File: src/rtl/eag_pkg.sv
package eag_pkg;
    localparam int ADDR_W = 12;
    localparam int BYTE_W = 8;
    localparam int SHORT_W = 3;

    typedef enum logic [2:0] {
        M_INH  = 3'd0,
        M_IMM  = 3'd1,
        M_DIR  = 3'd2,
        M_IND  = 3'd3,
        M_IDX  = 3'd4,
        M_ABS  = 3'd5,
        M_REL  = 3'd6,
        M_NONE = 3'd7
    } mode_e;

    typedef struct packed {
        logic [ADDR_W-1:0] addr;
        logic [ADDR_W-1:0] data;
        logic [ADDR_W-1:0] tgt;
        logic              addr_vld;
        logic              data_vld;
        logic              tgt_vld;
    } eag_res_t;
endpackage

File: src/rtl/eag_imm_ext.sv
module eag_imm_ext #(
    parameter int OUT_W   = 12,
    parameter int BYTE_W  = 8,
    parameter int SHORT_W = 3
) (
    input  logic [1:0]       width_i,
    input  logic [OUT_W-1:0] field_i,
    output logic [OUT_W-1:0] value_o
);
    localparam int SHORT_PAD = OUT_W - SHORT_W;
    localparam int BYTE_PAD  = OUT_W - BYTE_W;

    logic [OUT_W-1:0] short_ext;
    logic [OUT_W-1:0] byte_ext;

    generate
        if (SHORT_PAD > 0) begin : g_short_pad
            assign short_ext = {{SHORT_PAD{1'b0}}, field_i[SHORT_W-1:0]};
        end else begin : g_short_full
            assign short_ext = field_i;
        end
        if (BYTE_PAD > 0) begin : g_byte_pad
            assign byte_ext = {{BYTE_PAD{1'b0}}, field_i[BYTE_W-1:0]};
        end else begin : g_byte_full
            assign byte_ext = field_i;
        end
    endgenerate

    always_comb begin
        unique case (width_i)
            2'd0:    value_o = short_ext;
            2'd1:    value_o = byte_ext;
            default: value_o = field_i;
        endcase
    end
endmodule

File: src/rtl/eag_addr_calc.sv
module eag_addr_calc #(
    parameter int ADDR_W = 12,
    parameter int BYTE_W = 8
) (
    input  logic [2:0]        mode_i,
    input  logic [ADDR_W-1:0] field_i,
    input  logic [ADDR_W-1:0] xptr_i,
    output logic [ADDR_W-1:0] addr_o,
    output logic              hit_o
);
    import eag_pkg::*;
    localparam int PAD_W = ADDR_W - BYTE_W;

    logic [ADDR_W-1:0] offset;
    logic [ADDR_W-1:0] page0_op;
    logic [ADDR_W-1:0] page0_x;
    logic [ADDR_W-1:0] idx_sum;

    assign offset   = {{PAD_W{1'b0}}, field_i[BYTE_W-1:0]};
    assign page0_op = offset;
    assign page0_x  = {{PAD_W{1'b0}}, xptr_i[BYTE_W-1:0]};
    // Sum is truncated to ADDR_W, giving modulo wrap over the whole map.
    assign idx_sum  = xptr_i + offset;

    always_comb begin
        addr_o = '0;
        hit_o  = 1'b0;
        unique case (mode_e'(mode_i))
            M_DIR: begin addr_o = page0_op; hit_o = 1'b1; end
            M_IND: begin addr_o = page0_x;  hit_o = 1'b1; end
            M_IDX: begin addr_o = idx_sum;  hit_o = 1'b1; end
            default: ;
        endcase
    end
endmodule

File: src/rtl/eag_top.sv
module eag_top #(
    parameter int ADDR_W  = 12,
    parameter int BYTE_W  = 8,
    parameter int SHORT_W = 3
) (
    input  logic              clk,
    input  logic              rst_n,
    input  logic [2:0]        mode_i,
    input  logic [1:0]        imm_width_i,
    input  logic [ADDR_W-1:0] operand_i,
    input  logic [ADDR_W-1:0] xptr_i,
    output logic [ADDR_W-1:0] addr_o,
    output logic [ADDR_W-1:0] data_o,
    output logic [ADDR_W-1:0] target_o,
    output logic              addr_vld_o,
    output logic              data_vld_o,
    output logic              tgt_vld_o
);
    import eag_pkg::*;

    typedef struct packed {
        logic [ADDR_W-1:0] addr;
        logic [ADDR_W-1:0] data;
        logic [ADDR_W-1:0] tgt;
        logic              addr_vld;
        logic              data_vld;
        logic              tgt_vld;
    } res_t;

    res_t res_d, res_q;

    logic [ADDR_W-1:0] imm_val;
    logic [ADDR_W-1:0] mem_addr;
    logic              mem_hit;

    eag_imm_ext #(
        .OUT_W  (ADDR_W),
        .BYTE_W (BYTE_W),
        .SHORT_W(SHORT_W)
    ) i_imm (
        .width_i(imm_width_i),
        .field_i(operand_i),
        .value_o(imm_val)
    );

    eag_addr_calc #(
        .ADDR_W(ADDR_W),
        .BYTE_W(BYTE_W)
    ) i_addr (
        .mode_i (mode_i),
        .field_i(operand_i),
        .xptr_i (xptr_i),
        .addr_o (mem_addr),
        .hit_o  (mem_hit)
    );

    always_comb begin
        res_d          = '0;
        res_d.addr     = mem_addr;
        res_d.addr_vld = mem_hit;
        unique case (mode_e'(mode_i))
            M_IMM: begin
                res_d.data     = imm_val;
                res_d.data_vld = 1'b1;
            end
            M_ABS: begin
                res_d.tgt     = operand_i;
                res_d.tgt_vld = 1'b1;
            end
            default: ;
        endcase
    end

    always_ff @(posedge clk or negedge rst_n) begin
        if (!rst_n) res_q <= '0;
        else        res_q <= res_d;
    end

    assign addr_o     = res_q.addr;
    assign data_o     = res_q.data;
    assign target_o   = res_q.tgt;
    assign addr_vld_o = res_q.addr_vld;
    assign data_vld_o = res_q.data_vld;
    assign tgt_vld_o  = res_q.tgt_vld;

    p_one_flag_r11: assert property (@(posedge clk) disable iff (!rst_n)
        $onehot0({addr_vld_o, data_vld_o, tgt_vld_o}));

    p_silent_inh_r2: assert property (@(posedge clk) disable iff (!rst_n)
        mode_i == 3'd0 |=> !(addr_vld_o || data_vld_o || tgt_vld_o));

    p_short_imm_r3: assert property (@(posedge clk) disable iff (!rst_n)
        (mode_i == 3'd1 && imm_width_i == 2'd0)
        |=> data_vld_o && data_o[ADDR_W-1:SHORT_W] == '0);

    p_dir_page_r6: assert property (@(posedge clk) disable iff (!rst_n)
        mode_i == 3'd2 |=> addr_vld_o && addr_o[ADDR_W-1:BYTE_W] == '0);

    p_ind_page_r7: assert property (@(posedge clk) disable iff (!rst_n)
        mode_i == 3'd3 |=> addr_vld_o && addr_o == {{(ADDR_W-BYTE_W){1'b0}}, $past(xptr_i[BYTE_W-1:0])});

    p_jump_r9: assert property (@(posedge clk) disable iff (!rst_n)
        mode_i == 3'd5 |=> tgt_vld_o && target_o == $past(operand_i));

    p_no_rel_r10: assert property (@(posedge clk) disable iff (!rst_n)
        mode_i[2:1] == 2'b11 |=> !(addr_vld_o || data_vld_o || tgt_vld_o));

    p_quiet_bus_r12: assert property (@(posedge clk) disable iff (!rst_n)
        (!addr_vld_o -> addr_o == '0) && (!data_vld_o -> data_o == '0)
        && (!tgt_vld_o -> target_o == '0));
endmodule

File: config.mk
export PLATFORM = sky130hd
export DESIGN_NAME = eag_top
export DESIGN_NICKNAME = d
export VERILOG_FILES = /design/src/rtl/eag_pkg.sv /design/src/rtl/eag_imm_ext.sv /design/src/rtl/eag_addr_calc.sv /design/src/rtl/eag_top.sv
export SDC_FILE = /design/constraint.sdc
export NUM_CORES = 1
export LEC_CHECK = 0
export BUFFER_PORTS_ARGS = -buffer_cell sky130_fd_sc_hd__buf_4
export CAP_MARGIN = 40
export CORE_UTILIZATION = 30
export DETAILED_ROUTE_END_ITERATION = 8
export PLACE_DENSITY = 0.66
export RECOVER_POWER = 50
export SKIP_LAST_GASP = 1
export SYNTH_ARGS = -nofsm -noshare
export SYNTH_HDL_FRONTEND = slang
export SYNTH_SLANG_ARGS = --single-unit
File: constraint.sdc
create_clock -name clk -period 0.9 [get_ports clk]
set_clock_uncertainty 0.15 [all_clocks]
set_input_delay 0.135 -clock clk [delete_from_list [all_inputs] [get_ports clk]]
set_output_delay 0.135 -clock clk [all_outputs]
set_load 0.005 [all_outputs]
==> After elaboration in Yosys (flattened, before gate mapping) <==
Cells that the tools add are included.
{ "word_totals": {"regBits": 39, "mem_bits_ro": 0, "mem_count": 0, "latch_bits": 0, "in_bits": 31, "mem_bits_rw": 0, "out_inout_bits": 39} }
{ "classes": {"reduce_logical": 2, "add_sub_neg": 1, "mux": 7, "magnitude_cmp": 0, "bitwise_logic": 0, "n_div": 0, "multipliers": 0, "n_eq_ne": 6, "shifts": 0} }
{ "op_table": {"columns": ["cell", "count"], "rows": [
  ["$pmux 12 s3", 1],
  ["$mux 12", 2],
  ["$pmux 12 s2", 1],
  ["$add 12x8->12", 1],
  ["$eq 3x2->1 const B", 2],
  ["$eq 3x3->1 const B", 2],
  ["$eq 3x1->1 const B", 1],
  ["$mux 1", 3],
  ["$reduce_or 3->1", 1],
  ["$eq 2x1->1 const B", 1],
  ["$logic_not 2->1", 1]
]} }

==> Logic depth before layout (Yosys ltp) <==
Gate-level depths: netlist of run 1.
{ "logic_depth": {"ltp_word": 3, "mapped_depth": 6, "depth_no_buf": 6} }

==> Modules after synthesis <==
From an unflattened synthesis of run 1, not the netlist that was laid out.
{ "hier_totals": {"cells_unflattened": 156, "hier_area_um2": 1943.1} }
{ "by_module_without_submodules": {"columns": ["mod", "area_each_um2", "instances", "seq_area_each_um2", "cells_per_inst"], "rows": [
  ["eag_top", 1302.5, 1, 975.9, 71],
  ["eag_addr_calc", 555.5, 1, 0.0, 73],
  ["eag_imm_ext", 85.1, 1, 0.0, 12]
]} }

==> Worst setup path before layout of run 1 <==
No wires, ideal clock.
{ "synth_timing": {"path_kind": "input port to flip-flop", "startpoint": "in operand_i[0]", "endpoint": "reg res_q, in the netlist addr_o[8]", "path_slack_ps": -1064, "n_path_buf": 0, "t_arrival_ps": 1683, "path_stages": 6, "setup_time_ps": 131, "path_cell_list": "ha_1 > fa_1 > a21o_1 > a221oi_2 > nor4_1 > or3_1"} }
{ "synth_between": {"elab_chain_cells": 2} }
{ "synth_lines": {"columns": ["item", "line_no", "source"], "rows": [
  ["from (decl)", "eag_top.sv:10", "input logic [ADDR_W-1:0] operand_i,"],
  ["$add 12x8->12", "eag_addr_calc.sv:23", "assign idx_sum = xptr_i + offset;"],
  ["$pmux 12 s3", "eag_addr_calc.sv:28", "unique case (mode_e'(mode_i))"],
  ["net i_addr.addr_o[8]", "eag_addr_calc.sv:8", "output logic [ADDR_W-1:0] addr_o,"],
  ["to (signal assigned)", "eag_top.sv:76", "else res_q <= res_d;"],
  ["to (decl)", "eag_top.sv:30", "res_t res_d, res_q;"]
]} }
The timed path passes the listed nets, and every way through them passes these cells.

==> Worst setup path in the final report of run 1 <==
{ "layout_timing": {"startpoint": "in xptr_i[0]", "endpoint": "reg res_q, in the netlist addr_o[8]"} }
{ "layout_between": {"elab_chain_cells": 2} }
{ "layout_lines": {"columns": ["item", "line_no", "source"], "rows": [
  ["from (decl)", "eag_top.sv:11", "input logic [ADDR_W-1:0] xptr_i,"],
  ["$add 12x8->12", "eag_addr_calc.sv:23", null],
  ["$pmux 12 s3", "eag_addr_calc.sv:28", null],
  ["net i_addr.addr_o[8]", "eag_addr_calc.sv:8", null]
]} }
The timed path passes the listed nets, and every way through them passes these cells.

==> summary.md, run 1 <==
| Metric | Value |
|---|---|
| Setup crit start kind | input port |
| Via/cell ratio | 4.695 |
| Count of boundary I/O pins | 70 |
| Initial core utilization | 31.85% |
| Largest voltage drop on the vdd net | 0.8708 mV |
| CTS tree | yes |
| Total vias in the final route | 1587 |
| Final RePlAce weighted congestion | 0.8350 |
| Number of nets at the end of the flow | 306 |
| Inserted Diodes | 0 |
| Worst-case setup slack after placement | -1.111 ns |
| Sum of overflow across all layers after global routing | 0 |
| Drt drc | 0 |
| Number of enable flip-flop cells after synthesis | 0 |
| Share of post-route cells with drive strength above 1 | 54.89% |
| Final instance area | 3274 sq um |
| Commonest non-fill, non-tap cell in the layout | sky130_fd_sc_hd__buf_6 |
| Proportion of synthesized chip area in sequential cells | 54.32% |
| Worst-path cell chain | buf_8 -> ha_4 -> fa_2 -> a21o_1 -> a221oi_4 -> nor4_1 -> or3_1 |
| Class of the most critical hold timing path | in -> reg |
| Number of cell rows | 27 |
| Max Cap Viol | 0 |
| Number of global-route vias before repair | 1604 |
| Buffers from clock root to sink, at most | 2 |
| Violations in the final reports | negative hold slack, negative setup slack |
| Clock transition time at the flip-flop clock pins of the worst setup and hold paths | 0.08 ns |
| Num Clock Sinks | 39 |
| Critical Path RT | 0.92 ns |
| Remaining antenna violation count | 0 |
| Post-synthesis to final-layout area growth | 82.24% |
| Total routing resource utilization after global routing | 16.25% |
| WL per Instance | 14.33 um |
| Actual slew at the worst max-slew pin | 0.4009 ns |
| Fin util | 58.04% |
| Worst hold slack after final layout | -0.07978 ns |
| Highest fanout seen on the critical path | 2 |
| Chip height | 79.39 um |
| Initial antenna violation count | 0 |
| Prevailing post-synth register cell | sky130_fd_sc_hd__dfrtp_1 |
| Number of placed cells counting well taps | 320 |
| Worst path slowest cell | sky130_fd_sc_hd__or3_1 |
| Setup Crit Path Kind | in -> reg |
| Critical path capture point type | flip-flop |
| Total power | 4.336 mW |
| Run status | finished, violations left |
| Pins over their slew limit | 0 |
| Die X | 79.39 um |
| Clock period minus final worst setup slack | 1.615 ns |
| Number of distinct library cells after synthesis | 40 |
| Worst slew margin | 73.27% |
| Final worst path period share | 179.5% |
| First-pass GRT wire length | 7.624 mm |
| LEAKAGE | 1.613 nW |
| #FFs+latches synth | 39 |
| 1st-pass router iterations | 4 |
| Violation count after the first detailed-routing iteration | 48 |
| Ratio of total power to cell area | 1324 nW/um^2 |
| Async set or reset register ratio after synthesis | 100.0% |
| Total of buffers placed on input and output ports | 69 |
| Hold Vio Cnt, Final | 15 |
| Critical path data arrival time | 1.64 ns |
| Cell count after synthesis | 149 |
| Net count after synthesis | 189 |
| Commonest cells after routing, fill and taps aside | 55 x sky130_fd_sc_hd__buf_6, 51 x sky130_fd_sc_hd__buf_4, 39 x sky130_fd_sc_hd__dfrtp_1 |
| CP max stage delay | 0.36 ns |
| Highest Clock Rate | 0.6191 GHz |
| Syn. warnings | 0 |
| Post-synthesis area per instance | 12.06 sq um |
| Placeable Area | 5642 sq um |
| Maximum number of pins on one net before global-route repair | 40 |
| Synthesized cell area | 1797 sq um |
| Final setup violation count | 65 |
| Final Worst Setup Slack | -0.7154 ns |
| RSZ-0062 raised after global routing | yes |
| Layout Cells excl Fill | 338 |
| CTS HTree Levels | 2 |
| Overall die area | 6303 sq um |
| Number of clock buffers inserted by TritonCTS | 5 |
| Final routed wirelength across all metal layers | 4.843 mm |
| HPWL after detailed placement | 3.393 mm |
| Root cell of the clock tree | sky130_fd_sc_hd__clkbuf_8 |
| Post-Place Cell Area | 2748 sq um |
flip-flops by register name (all words and copies together), names as in the netlist:
register and cells:
tgt_vld_o 1, addr_vld_o 1, data_vld_o 1, data_o 12
target_o 12, addr_o 12
report_power, final:
group	internal [mW]	switching, mW	leakage [nW]
logic	0.650	0.442	1.03
registers	1.82	0.0322	0.530
clock network	0.812	0.581	0.0513
layer usage:
metal	vias to the layer above	global-route usage [%]	share of wire, %
met1	767	18.48	40
met2	48	28.79	53
li1	768	-	-
met4	0	6.000	1.3
met3	4	4.571	5.0
met5	-	0	0
cell type report:
| cell class | count | area, sq um |
|---|---|---|
| well taps | 72 | 90.09 |
| multi-input cells | 105 | 1001 |
| repair buffers | 115 | 1105 |
| clock inverters | 1 | 30.03 |
| flip-flops and latches | 39 | 975.9 |
| fillers | 466 | 2367 |
| clock buffers | 6 | 72.57 |
critical path: cells and delay by family:
kind	cells	cell delay, ns
adder cells (fa/ha/maj)	2	0.49
AND/OR/NAND/NOR	2	0.44
buffers and inverters	1	0.10
AO/OA/AOI/OAI	2	0.46
metrics by stage:
step,hold WS (ns),TNS [ns]
floorplan,-0.3106,-7.587
global placement,-0.04462,-16.75
detailed placement,-0.04181,-17.44
CTS,-0.08379,-11.44
global route,-0.07835,-13.92
finish,-0.07978,-11.43
final timing paths:
check	end	startpoint	cells past startpoint
max in group asynchronous	data_vld_o	rst_n	3
hold / removal	target_o[10]	operand_i[10]	2
setup / recovery	addr_o[8]	xptr_i[0]	7
min in group asynchronous	target_o[8]	rst_n	3
Yosys cell counts (2+ instances only):
cell type | count | area share (%)
sky130_fd_sc_hd__o22ai_1 | 5 | 1.7
sky130_fd_sc_hd__nand2_1 | 8 | 1.7
sky130_fd_sc_hd__and2_1 | 20 | 7.0
sky130_fd_sc_hd__and3_1 | 5 | 1.7
sky130_fd_sc_hd__nand3_1 | 3 | 0.84
sky130_fd_sc_hd__a21o_1 | 5 | 2.1
sky130_fd_sc_hd__nand4_1 | 2 | 0.70
sky130_fd_sc_hd__xnor2_1 | 2 | 0.98
sky130_fd_sc_hd__xor2_1 | 3 | 1.5
sky130_fd_sc_hd__ha_1 | 8 | 5.6
sky130_fd_sc_hd__a21oi_1 | 6 | 1.7
sky130_fd_sc_hd__nor3b_2 | 2 | 1.4
sky130_fd_sc_hd__mux2i_1 | 9 | 5.0
sky130_fd_sc_hd__dfrtp_1 | 39 | 54
sky130_fd_sc_hd__clkbuf_1 | 2 | 0.42
sky130_fd_sc_hd__o21ai_0 | 4 | 1.1
sky130_fd_sc_hd__nand2b_1 | 2 | 0.70
sky130_fd_sc_hd__a211oi_1 | 2 | 0.84
cell families after synthesis:
kind of cell | count (synthesis) | share of synthesized area, %
adder cells (fa/ha/maj) | 9 | 6.686
AO/OA/AOI/OAI | 32 | 12.61
multiplexers | 9 | 5.014
AND/OR/NAND/NOR | 50 | 17.55
XOR/XNOR | 5 | 2.438
buffers and inverters | 5 | 1.393
flip-flops | 39 | 54.32
timing repair:
action / CTS / global route
hold buffers: 2 / 2
gates cloned: 0 / 1
setup endpoints to repair: 68 / 56
setup buffers: 3 / 4
pin swaps: 23 / 16
endpoints found under the hold margin: 58 / 17
resized for setup: 61 / 19
No activity file was read; power rests on OpenSTA's default activity.
==> run 2: changes to the inputs <==
==> constraint.sdc (replaced) <==
create_clock -name clk -period 0.9 [get_ports clk]
set_clock_uncertainty 0.15 [all_clocks]
set_input_delay 0.18 -clock clk [delete_from_list [all_inputs] [get_ports clk]]
set_output_delay 0.18 -clock clk [all_outputs]
set_load 0.005 [all_outputs]
==> summary.md, run 2 (synthesis gave the netlist of run 1 again) <==
| Metric | Value |
|---|---|
| Largest voltage drop on the vdd net | 0.7261 mV (was 0.8708 mV) |
| Hold buffer count at CTS | 1 (was 2) |
| Number of cell rows | 27 (unchanged) |
| Worst-case setup slack after placement | -1.148 ns (was -1.111 ns) |
| Number of clock buffers inserted by TritonCTS | 5 (unchanged) |
| Worst hold slack after final layout | -0.03750 ns (was -0.07978 ns) |
| First-pass GRT wire length | 7.852 mm (was 7.624 mm) |
| Sum of overflow across all layers after global routing | 0 (unchanged) |
| Summed negative setup slack over all endpoints | -13.73 ns (was -11.43 ns) |
| Drt drc | 0 (unchanged) |
| Commonest cells after routing, fill and taps aside | 57 x sky130_fd_sc_hd__buf_6, 50 x sky130_fd_sc_hd__buf_4, 39 x sky130_fd_sc_hd__dfrtp_1 (was 55 x sky130_fd_sc_hd__buf_6, 51 x sky130_fd_sc_hd__buf_4, 39 x sky130_fd_sc_hd__dfrtp_1) |
| Final worst path period share | 183.6% (was 179.5%) |
| HPWL after detailed placement | 3.444 mm (was 3.393 mm) |
| Number of global-route vias before repair | 1682 (was 1604) |
| Num Clock Sinks | 39 (unchanged) |
| Total routing resource utilization after global routing | 16.61% (was 16.25%) |
| Overall die area | 6303 sq um (unchanged) |
| Worst-path cell chain | buf_8 -> ha_4 -> fa_2 -> a21o_1 -> a221oi_4 -> nor4_1 -> or3_1 (unchanged) |
| Initial core utilization | 31.85% (unchanged) |
| 1st-pass router iterations | 4 (unchanged) |
| Share of post-route cells with drive strength above 1 | 58.89% (was 54.89%) |
| Final setup violation count | 67 (was 65) |
| Run status | finished, violations left (unchanged) |
| Violation count after the first detailed-routing iteration | 33 (was 48) |
| WL per Instance | 14.37 um (was 14.33 um) |
| Setup crit start kind | input port (unchanged) |
| Critical path data arrival time | 1.68 ns (was 1.64 ns) |
| Total of buffers placed on input and output ports | 69 (unchanged) |
| Critical Path RT | 0.92 ns (about the same) |
| Worst slew margin | 73.77% (was 73.27%) |
| Number of placed cells counting well taps | 319 (was 320) |
| Via/cell ratio | 4.763 (was 4.695) |
| Chip height | 79.39 um (unchanged) |
| Highest Clock Rate | 0.6050 GHz (was 0.6191 GHz) |
| Ratio of total power to cell area | 1245 nW/um^2 (was 1324 nW/um^2) |
| Number of nets at the end of the flow | 309 (was 306) |
| Initial antenna violation count | 0 (unchanged) |
| Critical path capture point type | flip-flop (unchanged) |
| Final Worst Setup Slack | -0.7528 ns (was -0.7154 ns) |
| CP max stage delay | 0.36 ns (about the same) |
| Count of boundary I/O pins | 70 (unchanged) |
| Class of the most critical hold timing path | in -> reg (unchanged) |
| Placeable Area | 5642 sq um (unchanged) |
| Post-synthesis to final-layout area growth | 85.17% (was 82.24%) |
| Commonest non-fill, non-tap cell in the layout | sky130_fd_sc_hd__buf_6 (unchanged) |
| Total vias in the final route | 1629 (was 1587) |
| Filler instances | 470 (was 466) |
| CTS tree | yes (unchanged) |
| Violations in the final reports | negative hold slack, negative setup slack (unchanged) |
| Final routed wirelength across all metal layers | 4.913 mm (was 4.843 mm) |
| RSZ-0062 raised after global routing | yes (unchanged) |
| Remaining antenna violation count | 0 (unchanged) |
| Setup Crit Path Kind | in -> reg (unchanged) |
| Root cell of the clock tree | sky130_fd_sc_hd__clkbuf_8 (unchanged) |
| Inserted Diodes | 0 (unchanged) |
| Final RePlAce weighted congestion | 0.7936 (was 0.8350) |
| Worst path slowest cell | sky130_fd_sc_hd__or3_1 (unchanged) |
| Buffers from clock root to sink, at most | 2 (unchanged) |
| Clock period minus final worst setup slack | 1.653 ns (was 1.615 ns) |
| CTS HTree Levels | 2 (unchanged) |
| Pins over their slew limit | 0 (unchanged) |
| Die X | 79.39 um (unchanged) |
| Layout Cells excl Fill | 342 (was 338) |
| Clock transition time at the flip-flop clock pins of the worst setup and hold paths | 0.08 ns (about the same) |
| Actual slew at the worst max-slew pin | 0.3935 ns (was 0.4009 ns) |
| Max Cap Viol | 0 (unchanged) |
| Maximum number of pins on one net before global-route repair | 40 (unchanged) |
| LEAKAGE | 1.633 nW (was 1.613 nW) |
| Hold Vio Cnt, Final | 12 (was 15) |
| Highest fanout seen on the critical path | 2 (unchanged) |
==> run 2: area by class of cell <==
type                            instances  area (sq um)  area share [%]
Clock buffer                            6         72.57           2.181
Tap cell                               72         90.09           2.708
Sequential cell                        39         975.9           29.33
Timing Repair Buffer                  117          1145           34.41
Multi-Input combinational cell        106          1031           30.99
Clock inverter                          2         12.51          0.3761
==> run 2: per-stage QoR <==
stage | hold slack, ns | cell area (sq um) | utilization (%) | power (mW)
6_report | -0.03750 | 3327 | 58.97 | 4.142
4_1_cts | -0.04441 | 3251 | 57.62 | 4.128
3_3_place_gp | -0.0005028 | 2740 | 48.57 | 2.725
3_5_place_dp | 0.002186 | 2740 | 48.57 | 2.742
2_1_floorplan | -0.2656 | 1906 | - | 2.242
5_1_grt | -0.04939 | 3327 | 58.97 | 4.374
==> run 2: worst paths after layout <==
kind	start	endpoint	slack (ns)	cells past startpoint
worst min-delay path	operand_i[8]	target_o[8]	-0.04	2
min in group asynchronous	rst_n	data_o[8]	0.29	3
max in group asynchronous	rst_n	addr_o[0]	0.07	3
worst max-delay path	xptr_i[0]	addr_o[8]	-0.75	7
==> run 2: repair_timing <==
item	in CTS	in global routing
pin swaps	28	27
buffers inserted	9	6
gates resized for setup	81	16
gates cloned	2	0
endpoints found under the hold margin	53	13
setup endpoints to repair	70	71
==> run 2: routing by layer <==
metal  vias up  GRT usage, %  wire length (um)
li1        779             -                 -
met1       791         18.97              2058
met2        47         29.91              2534
met3        12         4.343               224
met4         0         5.455                96
met5         -             0                 0
==> run 2: power breakdown <==
group          total [mW]  switching, mW  internal [mW]  leakage (nW)
Combinational        1.13          0.452          0.681          1.06
Sequential           1.85         0.0322           1.82         0.530
Clock                1.16          0.617          0.542        0.0412
Total                4.14           1.10           3.04          1.63
==> run 2: critical path: cells and delay by family <==
| kind | cells | cell delay, ns |
|---|---|---|
| adder cells (fa/ha/maj) | 2 | 0.49 |
| AND/OR/NAND/NOR | 2 | 0.44 |
| buffers and inverters | 1 | 0.10 |
| AO/OA/AOI/OAI | 2 | 0.47 |
==> run 3: changes to the inputs <==
Settings changed: SKIP_CTS_REPAIR_TIMING set to 1, SLEW_MARGIN set to 20.
==> summary.md, run 3 (synthesis gave the netlist of run 1 again) <==
| Metric | Value |
|---|---|
| Critical path data arrival time | 1.69 ns (was 1.68 ns) |
| Destination of the worst hold path | target_o[10] (was target_o[8]) |
| Startpoint of the most critical hold path | operand_i[10] (was operand_i[8]) |
| Ratio of total power to cell area | 1252 nW/um^2 (was 1245 nW/um^2) |
| Largest voltage drop on the vdd net | 0.5802 mV (was 0.7261 mV) |
| Highest fanout seen on the critical path | 2 (unchanged) |
| Final Worst Setup Slack | -0.7610 ns (was -0.7528 ns) |
| Clock transition time at the flip-flop clock pins of the worst setup and hold paths | 0.08 ns (about the same) |
| M3 GR Usage | 4.114% (was 4.343%) |
| Initial antenna violation count | 0 (unchanged) |
| WL per Instance | 14.58 um (was 14.37 um) |
| Num Clock Sinks | 39 (unchanged) |
| Commonest non-fill, non-tap cell in the layout | sky130_fd_sc_hd__buf_6 (unchanged) |
| Violation count after the first detailed-routing iteration | 50 (was 33) |
| Met1 global-route usage | 17.50% (was 18.97%) |
| Total vias in the final route | 1580 (was 1629) |
| Number of global-route vias before repair | 1522 (was 1682) |
| Share of power burned in combinational logic | 26.8% (was 27.4%) |
| Final setup violation count | 60 (was 67) |
| Commonest cells after routing, fill and taps aside | 53 x sky130_fd_sc_hd__buf_6, 48 x sky130_fd_sc_hd__buf_4, 39 x sky130_fd_sc_hd__dfrtp_1 (was 57 x sky130_fd_sc_hd__buf_6, 50 x sky130_fd_sc_hd__buf_4, 39 x sky130_fd_sc_hd__dfrtp_1) |
| First-pass GRT wire length | 6.996 mm (was 7.852 mm) |
| Internal power | 3.014 mW (was 3.040 mW) |
| Root cell of the clock tree | sky130_fd_sc_hd__clkbuf_8 (unchanged) |
| Post-synthesis to final-layout area growth | 82.52% (was 85.17%) |
| HPWL after detailed placement | 3.444 mm (unchanged) |
| Clock period minus final worst setup slack | 1.661 ns (was 1.653 ns) |
| Highest Clock Rate | 0.6021 GHz (was 0.6050 GHz) |
| Buffers from clock root to sink, at most | 2 (unchanged) |
| LEAKAGE | 1.608 nW (was 1.633 nW) |
| Worst slew margin | 73.92% (was 73.77%) |
| Number of clock buffers inserted by TritonCTS | 5 (unchanged) |
| Filler instances | 483 (was 470) |
| Number of nets at the end of the flow | 304 (was 309) |
| Fin util | 58.13% (was 58.97%) |
| Worst hold slack after final layout | -0.03129 ns (was -0.03750 ns) |
| Maximum number of pins on one net before global-route repair | 40 (unchanged) |
| Setup crit start kind | input port (unchanged) |
| Inserted Diodes | 0 (unchanged) |
| Critical Path RT | 0.93 ns (was 0.92 ns) |
| Routing usage on met2 | 25.78% (was 29.91%) |
| CTS HTree Levels | 2 (unchanged) |
| Most congested layer reported by global routing | met2 (unchanged) |
| Final routed wirelength across all metal layers | 4.913 mm (unchanged) |
| 1st-pass router iterations | 4 (unchanged) |
| Summed negative setup slack over all endpoints | -14.03 ns (was -13.73 ns) |
| Hold Vio Cnt, Final | 10 (was 12) |
| Number of cell rows | 27 (unchanged) |
| Clock share of power | 28.2% (was 28.0%) |
| Sum of overflow across all layers after global routing | 0 (unchanged) |
| CTS tree | yes (unchanged) |
| Final worst path period share | 184.6% (was 183.6%) |
| Critical path capture point type | flip-flop (unchanged) |
| RSZ-0062 raised after global routing | yes (unchanged) |
| Remaining antenna violation count | 0 (unchanged) |
| Drt drc | 0 (unchanged) |
| Total routing resource utilization after global routing | 14.74% (was 16.61%) |
| Switching share of power | 26.58% (was 26.59%) |
| Die X | 79.39 um (unchanged) |
| Class of the most critical hold timing path | in -> reg (unchanged) |
| Chip height | 79.39 um (unchanged) |
| Initial core utilization | 31.85% (unchanged) |
| Pins over their slew limit | 0 (unchanged) |
| Setup Crit Path Kind | in -> reg (unchanged) |
| Via/cell ratio | 4.688 (was 4.763) |
| Overall die area | 6303 sq um (unchanged) |
| Share of post-route cells with drive strength above 1 | 58.87% (was 58.89%) |
| Violations in the final reports | negative hold slack, negative setup slack (unchanged) |
| Final RePlAce weighted congestion | 0.7936 (unchanged) |
| Depth of the worst hold-timing path | 2 (unchanged) |
| Count of boundary I/O pins | 70 (unchanged) |
| Run status | finished, violations left (unchanged) |
| Max Cap Viol | 0 (unchanged) |
| Net switching power | 1.091 mW (was 1.101 mW) |
| Placeable Area | 5642 sq um (unchanged) |
| Actual slew at the worst max-slew pin | 0.3912 ns (was 0.3935 ns) |
| Worst-case setup slack after placement | -1.148 ns (unchanged) |
| Total of buffers placed on input and output ports | 69 (unchanged) |
| Sequential fraction of design power | 45.1% (was 44.7%) |
run 3: critical path, cell delays in order:
cell                       delay (ns)
sky130_fd_sc_hd__buf_8           0.10
sky130_fd_sc_hd__ha_4            0.16
sky130_fd_sc_hd__fa_2            0.35
sky130_fd_sc_hd__a21o_1          0.21
sky130_fd_sc_hd__a221oi_4        0.26
sky130_fd_sc_hd__nor4_1          0.08
sky130_fd_sc_hd__or3_1           0.36
run 3: per-layer routing:
metal | wire length, um | share of wire (%)
met1 | 2053 | 42
met2 | 2573 | 52
met3 | 216 | 4.4
met4 | 69 | 1.4
met5 | 0 | 0
run 3: how the worst max path moves through the flow:
stage / from / to / slack [ns] / cells past startpoint
6_report: xptr_i[0] / addr_o[8] / -0.76 / 7
3_3_place_gp: operand_i[0] / addr_o[8] / -1.12 / 7
5_1_grt: xptr_i[0] / addr_o[8] / -0.81 / 7
2_1_floorplan: operand_i[0] / addr_o[8] / -1.02 / 6
4_1_cts: operand_i[0] / addr_o[8] / -0.83 / 7
3_5_place_dp: operand_i[0] / addr_o[8] / -1.15 / 7
run 3: cell type report:
class                           count  area [sq um]  area share [%]
Timing Repair Buffer              112          1101           33.58
Multi-Input combinational cell    106          1027           31.32
Sequential cell                    39         975.9           29.76
Tap cell                           72         90.09           2.747
Clock buffer                        6         72.57           2.213
Clock inverter                      2         12.51          0.3815
run 3: stage by stage:
| step | instance area, sq um | std cells | power (mW) | hold WS, ns |
|---|---|---|---|---|
| final | 3279 | 337 | 4.105 | -0.03129 |
| after global routing | 3279 | 337 | 4.337 | -0.04939 |
| after floorplan | 1906 | 149 | 2.242 | -0.2656 |
| after global placement | 2740 | 319 | 2.725 | -0.0005028 |
| after detailed placement | 2740 | 319 | 2.742 | 0.002186 |
| after CTS | 2825 | 327 | 3.909 | -0.3133 |
run 3: power groups by stage:
stage	clock [mW]	combinational, mW	sequential [mW]
5_1_grt	1.29	1.19	1.86
3_3_place_gp	0	0.854	1.87
3_5_place_dp	0	0.870	1.87
6_report	1.16	1.10	1.85
4_1_cts	1.20	0.874	1.84
2_1_floorplan	0	0.362	1.88
